File: config.mk
export PLATFORM = sky130hd
export DESIGN_NAME = snd_route_ctl
export DESIGN_NICKNAME = d
export VERILOG_FILES = /design/src/rtl/snd_pkg.sv /design/src/rtl/snd_ctl_regs.sv /design/src/rtl/snd_pin_sync.sv /design/src/rtl/snd_mute_fsm.sv /design/src/rtl/snd_route_dec.sv /design/src/rtl/snd_route_ctl.sv
export SDC_FILE = /design/constraint.sdc
export NUM_CORES = 1
export LEC_CHECK = 0
export ABC_AREA = 1
export CAP_MARGIN = 5
export CORE_ASPECT_RATIO = 0.75
export CORE_MARGIN = 1.5
export CORE_UTILIZATION = 36
export DETAILED_ROUTE_END_ITERATION = 16
export MAX_ROUTING_LAYER = met4
export PLACE_DENSITY_LB_ADDON = 0.3
export SLEW_MARGIN = 20
export SYNTH_ARGS = -nofsm -noshare
export SYNTH_HDL_FRONTEND = slang
export SYNTH_SLANG_ARGS = --single-unit
File: constraint.sdc
create_clock -name clk -period 0.95 [get_ports clk]
set_input_delay 0.19 -clock clk [delete_from_list [all_inputs] [get_ports clk]]
set_output_delay 0.19 -clock clk [all_outputs]
set_load 0.005 [all_outputs]
File: src/rtl/snd_pkg.sv
package snd_pkg;
    typedef enum logic [1:0] {
        MS_HOLD  = 2'd0,
        MS_PLAY  = 2'd1,
        MS_SMUTE = 2'd2
    } mute_st_t;

    localparam logic [1:0] RT_SILENT = 2'b00;
    localparam logic [1:0] RT_FIRST  = 2'b01;
    localparam logic [1:0] RT_SECOND = 2'b10;
    localparam logic [1:0] RT_EXT    = 2'b11;

    localparam int BIT_STEREO   = 5;
    localparam int BIT_EXTERNAL = 6;
    localparam int BIT_PIN_POL  = 4;
    localparam int PORT_FIELD_W = 2;
endpackage

File: src/rtl/snd_ctl_regs.sv
module snd_ctl_regs #(
    parameter int DW = 8
) (
    input  logic          clk,
    input  logic          rst,
    input  logic          wr_sw,
    input  logic          wr_ctl,
    input  logic [DW-1:0] wr_data,
    output logic [DW-1:0] sw_q,
    output logic [DW-1:0] ctl_q
);
    always_ff @(posedge clk or posedge rst) begin
        if (rst) begin
            sw_q  <= '0;
            ctl_q <= '0;
        end else begin
            if (wr_sw)  sw_q  <= wr_data;
            if (wr_ctl) ctl_q <= wr_data;
        end
    end
endmodule

File: src/rtl/snd_pin_sync.sv
module snd_pin_sync #(
    parameter int STAGES = 2
) (
    input  logic clk,
    input  logic rst,
    input  logic pin_in,
    output logic pin_s
);
    logic [STAGES-1:0] chain;

    always_ff @(posedge clk or posedge rst) begin
        if (rst) chain <= '0;
        else     chain <= {chain[STAGES-2:0], pin_in};
    end

    assign pin_s = chain[STAGES-1];
endmodule

File: src/rtl/snd_mute_fsm.sv
module snd_mute_fsm
    import snd_pkg::*;
(
    input  logic     clk,
    input  logic     rst,
    input  logic     sw_wr,
    input  logic     sw_zero,
    output logic     play,
    output mute_st_t state
);
    mute_st_t nxt;

    always_ff @(posedge clk or posedge rst) begin
        if (rst) state <= MS_HOLD;
        else     state <= nxt;
    end

    always_comb begin
        nxt = state;
        unique case (state)
            MS_HOLD:  if (sw_wr && !sw_zero) nxt = MS_PLAY;
            MS_PLAY:  if (sw_wr && sw_zero)  nxt = MS_SMUTE;
            MS_SMUTE: if (sw_wr && !sw_zero) nxt = MS_PLAY;
            default:  nxt = MS_HOLD;
        endcase
    end

    always_comb begin
        play = (state == MS_PLAY);
    end
endmodule

File: src/rtl/snd_route_dec.sv
module snd_route_dec
    import snd_pkg::*;
#(
    parameter int DW      = 8,
    parameter int NUM_OUT = 4,
    parameter int NUM_PRT = 2
) (
    input  logic [DW-1:0]        sw_q,
    input  logic [DW-1:0]        ctl_q,
    input  logic                 mute,
    output logic [2*NUM_OUT-1:0] route,
    output logic                 stereo_mode,
    output logic [NUM_PRT-1:0]   port_oe,
    output logic [NUM_PRT-1:0]   port_val
);
    logic ext_sel;
    assign ext_sel     = sw_q[BIT_EXTERNAL];
    assign stereo_mode = sw_q[BIT_STEREO] & ~ext_sel;

    for (genvar i = 0; i < NUM_OUT; i++) begin : g_out
        always_comb begin
            if (mute)         route[2*i +: 2] = RT_SILENT;
            else if (ext_sel) route[2*i +: 2] = RT_EXT;
            else if (sw_q[i]) route[2*i +: 2] = RT_SECOND;
            else              route[2*i +: 2] = RT_FIRST;
        end
    end

    for (genvar p = 0; p < NUM_PRT; p++) begin : g_port
        localparam int LSB = PORT_FIELD_W * p;
        assign port_oe[p]  = ~ctl_q[LSB+1];
        assign port_val[p] = ~ctl_q[LSB+1] & ctl_q[LSB];
    end
endmodule

File: src/rtl/snd_route_ctl.sv
module snd_route_ctl
    import snd_pkg::*;
#(
    parameter int DW          = 8,
    parameter int NUM_OUT     = 4,
    parameter int NUM_PRT     = 2,
    parameter int SYNC_STAGES = 2
) (
    input  logic                 clk,
    input  logic                 rst,
    input  logic                 wr_sw,
    input  logic                 wr_ctl,
    input  logic [DW-1:0]        wr_data,
    input  logic                 mute_pin,
    input  logic                 det_stereo,
    input  logic                 det_dual,
    output logic                 audio_mute,
    output logic [2*NUM_OUT-1:0] route,
    output logic                 route_stereo,
    output logic                 stereo_flag,
    output logic                 dual_flag,
    output logic [NUM_PRT-1:0]   port_oe,
    output logic [NUM_PRT-1:0]   port_val
);
    logic [DW-1:0] sw_q, ctl_q;
    logic          pin_s, pin_act, play, id_en;
    mute_st_t      state;

    snd_ctl_regs #(.DW(DW)) u_regs (
        .clk(clk), .rst(rst), .wr_sw(wr_sw), .wr_ctl(wr_ctl),
        .wr_data(wr_data), .sw_q(sw_q), .ctl_q(ctl_q)
    );

    snd_pin_sync #(.STAGES(SYNC_STAGES)) u_sync (
        .clk(clk), .rst(rst), .pin_in(mute_pin), .pin_s(pin_s)
    );

    snd_mute_fsm u_fsm (
        .clk(clk), .rst(rst), .sw_wr(wr_sw), .sw_zero(wr_data == '0),
        .play(play), .state(state)
    );

    always_comb begin
        pin_act     = ctl_q[BIT_PIN_POL] ? pin_s : ~pin_s;
        id_en       = ~rst & ~pin_act;
        audio_mute  = rst | ~play | pin_act;
        stereo_flag = id_en & det_stereo;
        dual_flag   = id_en & det_dual;
    end

    snd_route_dec #(.DW(DW), .NUM_OUT(NUM_OUT), .NUM_PRT(NUM_PRT)) u_dec (
        .sw_q(sw_q), .ctl_q(ctl_q), .mute(audio_mute), .route(route),
        .stereo_mode(route_stereo), .port_oe(port_oe), .port_val(port_val)
    );
endmodule

==> results of run 1 <==
-- cells in the mapped netlist --
library cell,number
dfrtp_1,15
inv_1,15
nand2_1,14
nor2_1,13
o21ai_0,12
a21oi_1,8
buf_2,2
a21boi_0,1
clkinv_1,1
mux2_2,1
nand2_2,1
nand3_1,1
xor2_1,1
-- layer usage --
layer  GRT usage [%]  vias up
met5               -        -
met4           5.769        0
met3           7.664        2
met2           37.35       19
met1           21.09      351
li1                -      381
-- worst min path at each step --
stage	startpoint	cells after the start	end
finish	wr_sw	2	u_fsm.state[0]$_DFFE_PP0P_
floorplan	rst	1	u_fsm.state[0]$_DFFE_PP0P_
global route	wr_sw	2	u_fsm.state[0]$_DFFE_PP0P_
CTS	mute_pin	1	u_sync.chain[0]$_DFF_PP0_
global placement	u_sync.chain[0]$_DFF_PP0_	0	u_sync.chain[1]$_DFF_PP0_
detailed placement	u_sync.chain[0]$_DFF_PP0_	0	u_sync.chain[1]$_DFF_PP0_
-- sequential cells by signal, indices dropped and copies added, names as in the netlist --
register,flops
u_fsm.state,2
u_sync.chain,2
u_regs.sw_q,6
u_regs.ctl_q,5
-- worst max-delay path, stage by stage, from the launching register on --
cell	delay, ps
dfrtp_1	410
xor2_2	260
buf_4	170
nand2_4	50
buf_4	130
a21oi_2	90
buf_2	120
-- report_power, final --
part | leakage (nW) | internal, W | switching [W] | total, W
Sequential | 0.181 | 0.000715 | 0.0000479 | 0.000763
Clock | 0.0177 | 0.000157 | 0.000214 | 0.000371
Combinational | 0.477 | 0.000404 | 0.000331 | 0.000735
-- timing repair --
item,4_1_cts,5_1_grt
pin swaps,8,10
gates cloned,1,0
gates resized for setup,84,15
setup buffers,7,2
endpoints found under the setup margin,18,20
-- cell families (layout without fill, tap and decap cells) --
kind of cell	count (synthesis)	in the layout	share of synthesized area, %
simple gates	29	30	16.42
compound gates	21	21	15.69
buf+inv	18	76	10.22
flops	15	15	54.74
xor+xnor	1	1	1.278
mux	1	1	1.642
-- per-stage QoR --
stage / instances / hold WS, ps / setup slack (ps) / instance area (um^2) / total power (W)
5_1_grt: 166 / 249.6 / -824.2 / 1252 / 0.001991
2_1_floorplan: 85 / 15.21 / -86.99 / 689.4 / 0.0009757
3_3_place_gp: 153 / 335.0 / -793.1 / 1142 / 0.001338
6_report: 166 / 241.2 / -761.8 / 1252 / 0.001869
3_5_place_dp: 153 / 345.7 / -806.7 / 1142 / 0.001362
4_1_cts: 165 / 329.3 / -728.6 / 1209 / 0.001811
-- cell type report --
| cell class | instances | area (um^2) |
|---|---|---|
| well taps | 22 | 27.53 |
| clock buffers | 3 | 22.52 |
| clock inverters | 1 | 5.005 |
| repair buffers | 56 | 452.9 |
| flip-flops and latches | 15 | 375.4 |
| multi-input cells | 53 | 302.8 |
| inverters | 16 | 66.31 |
| fillers | 129 | 504.2 |
==> out/qor.csv, run 1 <==
metric,value,unit
status,finished with violations,
violations,negative setup slack,
highest_layer,met4,
synth_area_leaders,"dfrtp_1 55%, o21ai_0 8.8%, inv_1 8.2%",
crit_path_end,route[6],
fp.coreArea,1757,um^2
antenna_found_initial,0,
final_common_cell,buf_4,
routed_wirelength,1908,um
initial_core_util,39.03,%
finalSetupTns,-7826,ps
finalSetupViolCount,16,
grt_max_degree,16,
crit_arrival,1520,ps
synth_nets,100,
avgSynthCellArea,8.067,um^2
clk_latency,290,ps
p_leak,0.6752,nW
tightest_slew,255.2,ps
ant_nets,0,
syn_area,685.7,um^2
drt_pass1_iterations,4,
gp_congestion,0.7420,
die_h,40.80,um
powerDensity,1492,nW/um^2
fin_ws,-761.8,ps
crit_path_start_kind,flop,
utilization,71.30,%
gr-total-overflow,0,
worstSetupPathType,flop to output port,
rsz0062_at_grt,yes,
mostFrequentLayoutCells,"22 x buf_4, 15 x dfrtp_1, 14 x buf_2, 13 x nand2_1, 11 x nor2_1",
r2r_cells,3,
post_drt_wl_per_cell,11.49,um
path_clk_slew,90,ps
grt_pass1_wl,2904,um
cts-buffers-inserted,3,
r2r_slack,10,ps
vdd_ir_drop_max,0.001093,V
ios,31,
drv_slew,0,
area_growth,82.66,%
slew-limit-headroom,82.96,%
skew,0.05204,ps
syn_inst,85,
drt_drc_violations_left,0,
grt_pass1_vias,692,
cts-root-buf,clkbuf_4,
layout_min_cycle_time,1712,ps
via_count,753,
diodes,0,
track_usage,20.42,%
layout_worst_path_cycle_share,180.2,%
cts_tree,built,
cts.path.max_buffers,2,
hold_path.class,primary input to flop,
crit_path_max_fanout,3,
dieArea,2178,um^2
cp-end-kind,output port,
worstPathRequired,760,ps
startpoint,u_sync.chain[1]$_DFF_PP0_,
ys_seq_area_share,54.74,%
die_w,53.40,um
nNetsFinal,160,
drive_above_1_share,47.22,%
fp-row-count,13,
cts_sinks,15,
portBuffers,30,
routedLengthMet1,766,um
yosysTopAreaCellShare,54.74,%
drt-initial-drc-count,9,
hold_viol_final,0,
reg2reg_from,u_fsm.state[0]$_DFFE_PP0P_,
synth_top_area_cell,dfrtp_1,
drv_cap,0,
h-tree-depth,1,
ys_warn_count,0,
vias_per_cell,4.536,
clock.fmax,584.2,MHz
dp_hpwl,1315,um
ys_types,13,
worstReg2RegEnd,u_fsm.state[0]$_DFFE_PP0P_,
dr_wl_met3,126,um
synth-seq-cells,15,
cts_hold_buffers,0,
wl_met2,1004,um
(Power assumes the default switching activity.)
==> inputs of run 2 (changes only) <==
--- a/config.mk
+++ b/config.mk
@@ -10,6 +10,7 @@
 export CORE_ASPECT_RATIO = 0.75
 export CORE_MARGIN = 1.5
 export CORE_UTILIZATION = 36
+export CTS_CLUSTER_DIAMETER = 60
 export DETAILED_ROUTE_END_ITERATION = 16
 export MAX_ROUTING_LAYER = met4
 export PLACE_DENSITY_LB_ADDON = 0.3
==> results of run 2 <==
Same layout as run 1: the final DEF is identical, and so are final timing and power.
==> inputs of run 3 (changes only) <==
--- a/config.mk
+++ b/config.mk
@@ -14,6 +14,7 @@
 export DETAILED_ROUTE_END_ITERATION = 16
 export MAX_ROUTING_LAYER = met4
 export PLACE_DENSITY_LB_ADDON = 0.3
+export REMOVE_ABC_BUFFERS = 1
 export SLEW_MARGIN = 20
 export SYNTH_ARGS = -nofsm -noshare
 export SYNTH_HDL_FRONTEND = slang
==> run 3 against run 2 <==
Against the previous run:
- routed wire length up 18%
- highest routed layer unchanged
- sequential share of layout area down 1.4 points
- register-to-register slack better by 40 ps
- first-iteration DRC count decreased by 44%
- clock-buffer cell count unchanged
- combinational power grew 19%
- via count up 0.27%
- non-clock buffer count up 3
- the run still ends with negative setup slack left
- critical path type unchanged
==> out/qor.csv, run 3 (same netlist as run 1, synthesis figures left out) <==
metric,value,unit,change
status,finished with violations,,unchanged
violations,negative setup slack,,unchanged
largest_reg_flops,6,,unchanged
rsz0062_at_grt,yes,,unchanged
clk_latency,290,ps,about the same
cp-end-kind,output port,,unchanged
grt_pass1_vias,686,,was 692
die_w,53.40,um,unchanged
fp.coreArea,1757,um^2,unchanged
mostFrequentLayoutCells,"21 x buf_4, 15 x dfrtp_1, 14 x buf_2, 13 x clkdlybuf4s50_1",,"was 22 x buf_4, 15 x dfrtp_1, 14 x buf_2, 13 x nand2_1, 11 x nor2_1"
dieArea,2178,um^2,unchanged
vdd_ir_drop_max,0.001223,V,was 0.001093 V
crit_path_start_kind,flop,,unchanged
crit_path_max_fanout,3,,unchanged
vias_per_cell,4.467,,was 4.536
finalSetupTns,-8193,ps,was -7826 ps
crit_arrival,1530,ps,was 1520 ps
ant_nets,0,,unchanged
final_common_cell,buf_4,,unchanged
hold_viol_final,0,,unchanged
worstSetupPathType,flop to output port,,unchanged
top_regs,"u_regs.sw_q: 6 flops, u_regs.ctl_q: 5 flops",,unchanged
cts-root-buf,clkbuf_4,,unchanged
path_clk_slew,90,ps,about the same
track_usage,22.40,%,was 20.42%
layout_worst_path_cycle_share,180.7,%,was 180.2%
cts.path.max_buffers,2,,unchanged
fp-row-count,13,,unchanged
antenna_found_initial,0,,unchanged
layout_min_cycle_time,1716,ps,was 1712 ps
portBuffers,30,,unchanged
routed_wirelength,2251,um,was 1908 um
power,0.002013,W,was 0.001869 W
nNetsFinal,163,,was 160
slew-limit-headroom,77.46,%,was 82.96%
drt-initial-drc-count,5,,was 9
powerDensity,1531,nW/um^2,was 1492 nW/um^2
fin_cells,169,,was 166
fillers,131,,was 129
tightest_slew,338.2,ps,was 255.2 ps
die_h,40.80,um,unchanged
drv_slew,0,,unchanged
skew,0.7186,ps,was 0.05204 ps
utilization,74.86,%,was 71.30%
fin_ws,-766.3,ps,was -761.8 ps
h-tree-depth,1,,unchanged
area_growth,91.79,%,was 82.66%
initial_core_util,39.03,%,unchanged
via_count,755,,was 753
grt_max_degree,16,,unchanged
post_drt_wl_per_cell,13.32,um,was 11.49 um
ios,31,,unchanged
drt_pass1_iterations,4,,unchanged
cts_sinks,15,,unchanged
p_leak,0.6717,nW,was 0.6752 nW
cts_tree,built,,unchanged
worstPathRequired,760,ps,about the same
dp.cells,152,,was 153
drt_drc_violations_left,0,,unchanged
dp_hpwl,1300,um,was 1315 um
grt_pass1_wl,3077,um,was 2904 um
drv_cap,0,,unchanged
hold_path.class,primary input to flop,,unchanged
drive_above_1_share,50.34,%,was 47.22%
gr-total-overflow,0,,unchanged
finalSetupViolCount,16,,unchanged
diodes,0,,unchanged
regMostFlops,u_regs.sw_q,,unchanged
gp_congestion,0.7091,,was 0.7420
cts-buffers-inserted,3,,unchanged
pre_cts_ws,-878.0,ps,was -806.7 ps
clock.fmax,582.6,MHz,was 584.2 MHz
[run 3: cell types whose count changed in the layout (fill, tap and decap cells not counted), sizes merged]
cell	previous run	this run
buf	42	45
dlygate4sd2	0	1
clkdlybuf4s50	10	13
clkinvlp	1	0
dlymetal6s2s	4	0
inv	15	16
[run 3: per-stage QoR]
stage / hold WS (ps) / cell area [um^2]
6_report: 338.3 / 1315
5_1_grt: 307.4 / 1315
4_1_cts: 318.5 / 1222
3_5_place_dp: 347.2 / 1131
3_3_place_gp: 333.9 / 1131
2_1_floorplan: 99.68 / 675.6
[run 3: final timing paths]
check                                             from                    endpoint  slack (ps)  cells after the start
max                        u_regs.ctl_q[4]$_DFFE_PP0P_                    route[2]        -770                      6
min                                           mute_pin   u_sync.chain[0]$_DFF_PP0_         340                      1
max reg2reg                 u_regs.sw_q[6]$_DFFE_PP0P_  u_regs.sw_q[6]$_DFFE_PP0P_          50                      3
min reg2reg                  u_sync.chain[0]$_DFF_PP0_   u_sync.chain[1]$_DFF_PP0_         360                      0
max in group asynchronous                          rst  u_regs.sw_q[0]$_DFFE_PP0P_         350                      3
min in group asynchronous                          rst  u_fsm.state[1]$_DFFE_PP0P_         430                      3
[run 3: cell type report]
class	count	area, um^2	area share (%)
Sequential cell	15	375.4	28.54
Multi-Input combinational cell	53	342.8	26.07
Tap cell	22	27.53	2.093
Clock inverter	1	5.005	0.3806
Inverter	16	62.56	4.757
Timing Repair Buffer	59	479.2	36.44
Clock buffer	3	22.52	1.713
[run 3: critical path, cell delays in order (launching register included)]
cell and delay, ps:
dfrtp_1 420, xor2_2 240, nand2_2 110, buf_6 130, buf_6 100, a21oi_4 110, buf_2 130
[run 3: layer usage]
metal | track usage [%] | routed length [um] | part of all wire [%]
met3 | 6.569 | 90 | 4.0
met4 | 11.54 | 36 | 1.6
met2 | 38.58 | 1162 | 52
met1 | 24.20 | 962 | 43
met5 | - | 0 | 0
[run 3: timing repair]
action | 4_1_cts | 5_1_grt
pin swaps | 8 | 6
endpoints found under the setup margin | 18 | 19
gates cloned | 1 | 0
hold buffers | 0 | 0
resized for setup | 81 | 28
setup buffers | 11 | 4
[run 3: report_power, final]
| group | total (W) | leakage, nW | switching, W | internal, W |
|---|---|---|---|---|
| combinational | 0.000877 | 0.473 | 0.000389 | 0.000488 |
| sequential | 0.000772 | 0.181 | 0.0000575 | 0.000715 |
| clock | 0.000364 | 0.0177 | 0.000208 | 0.000157 |
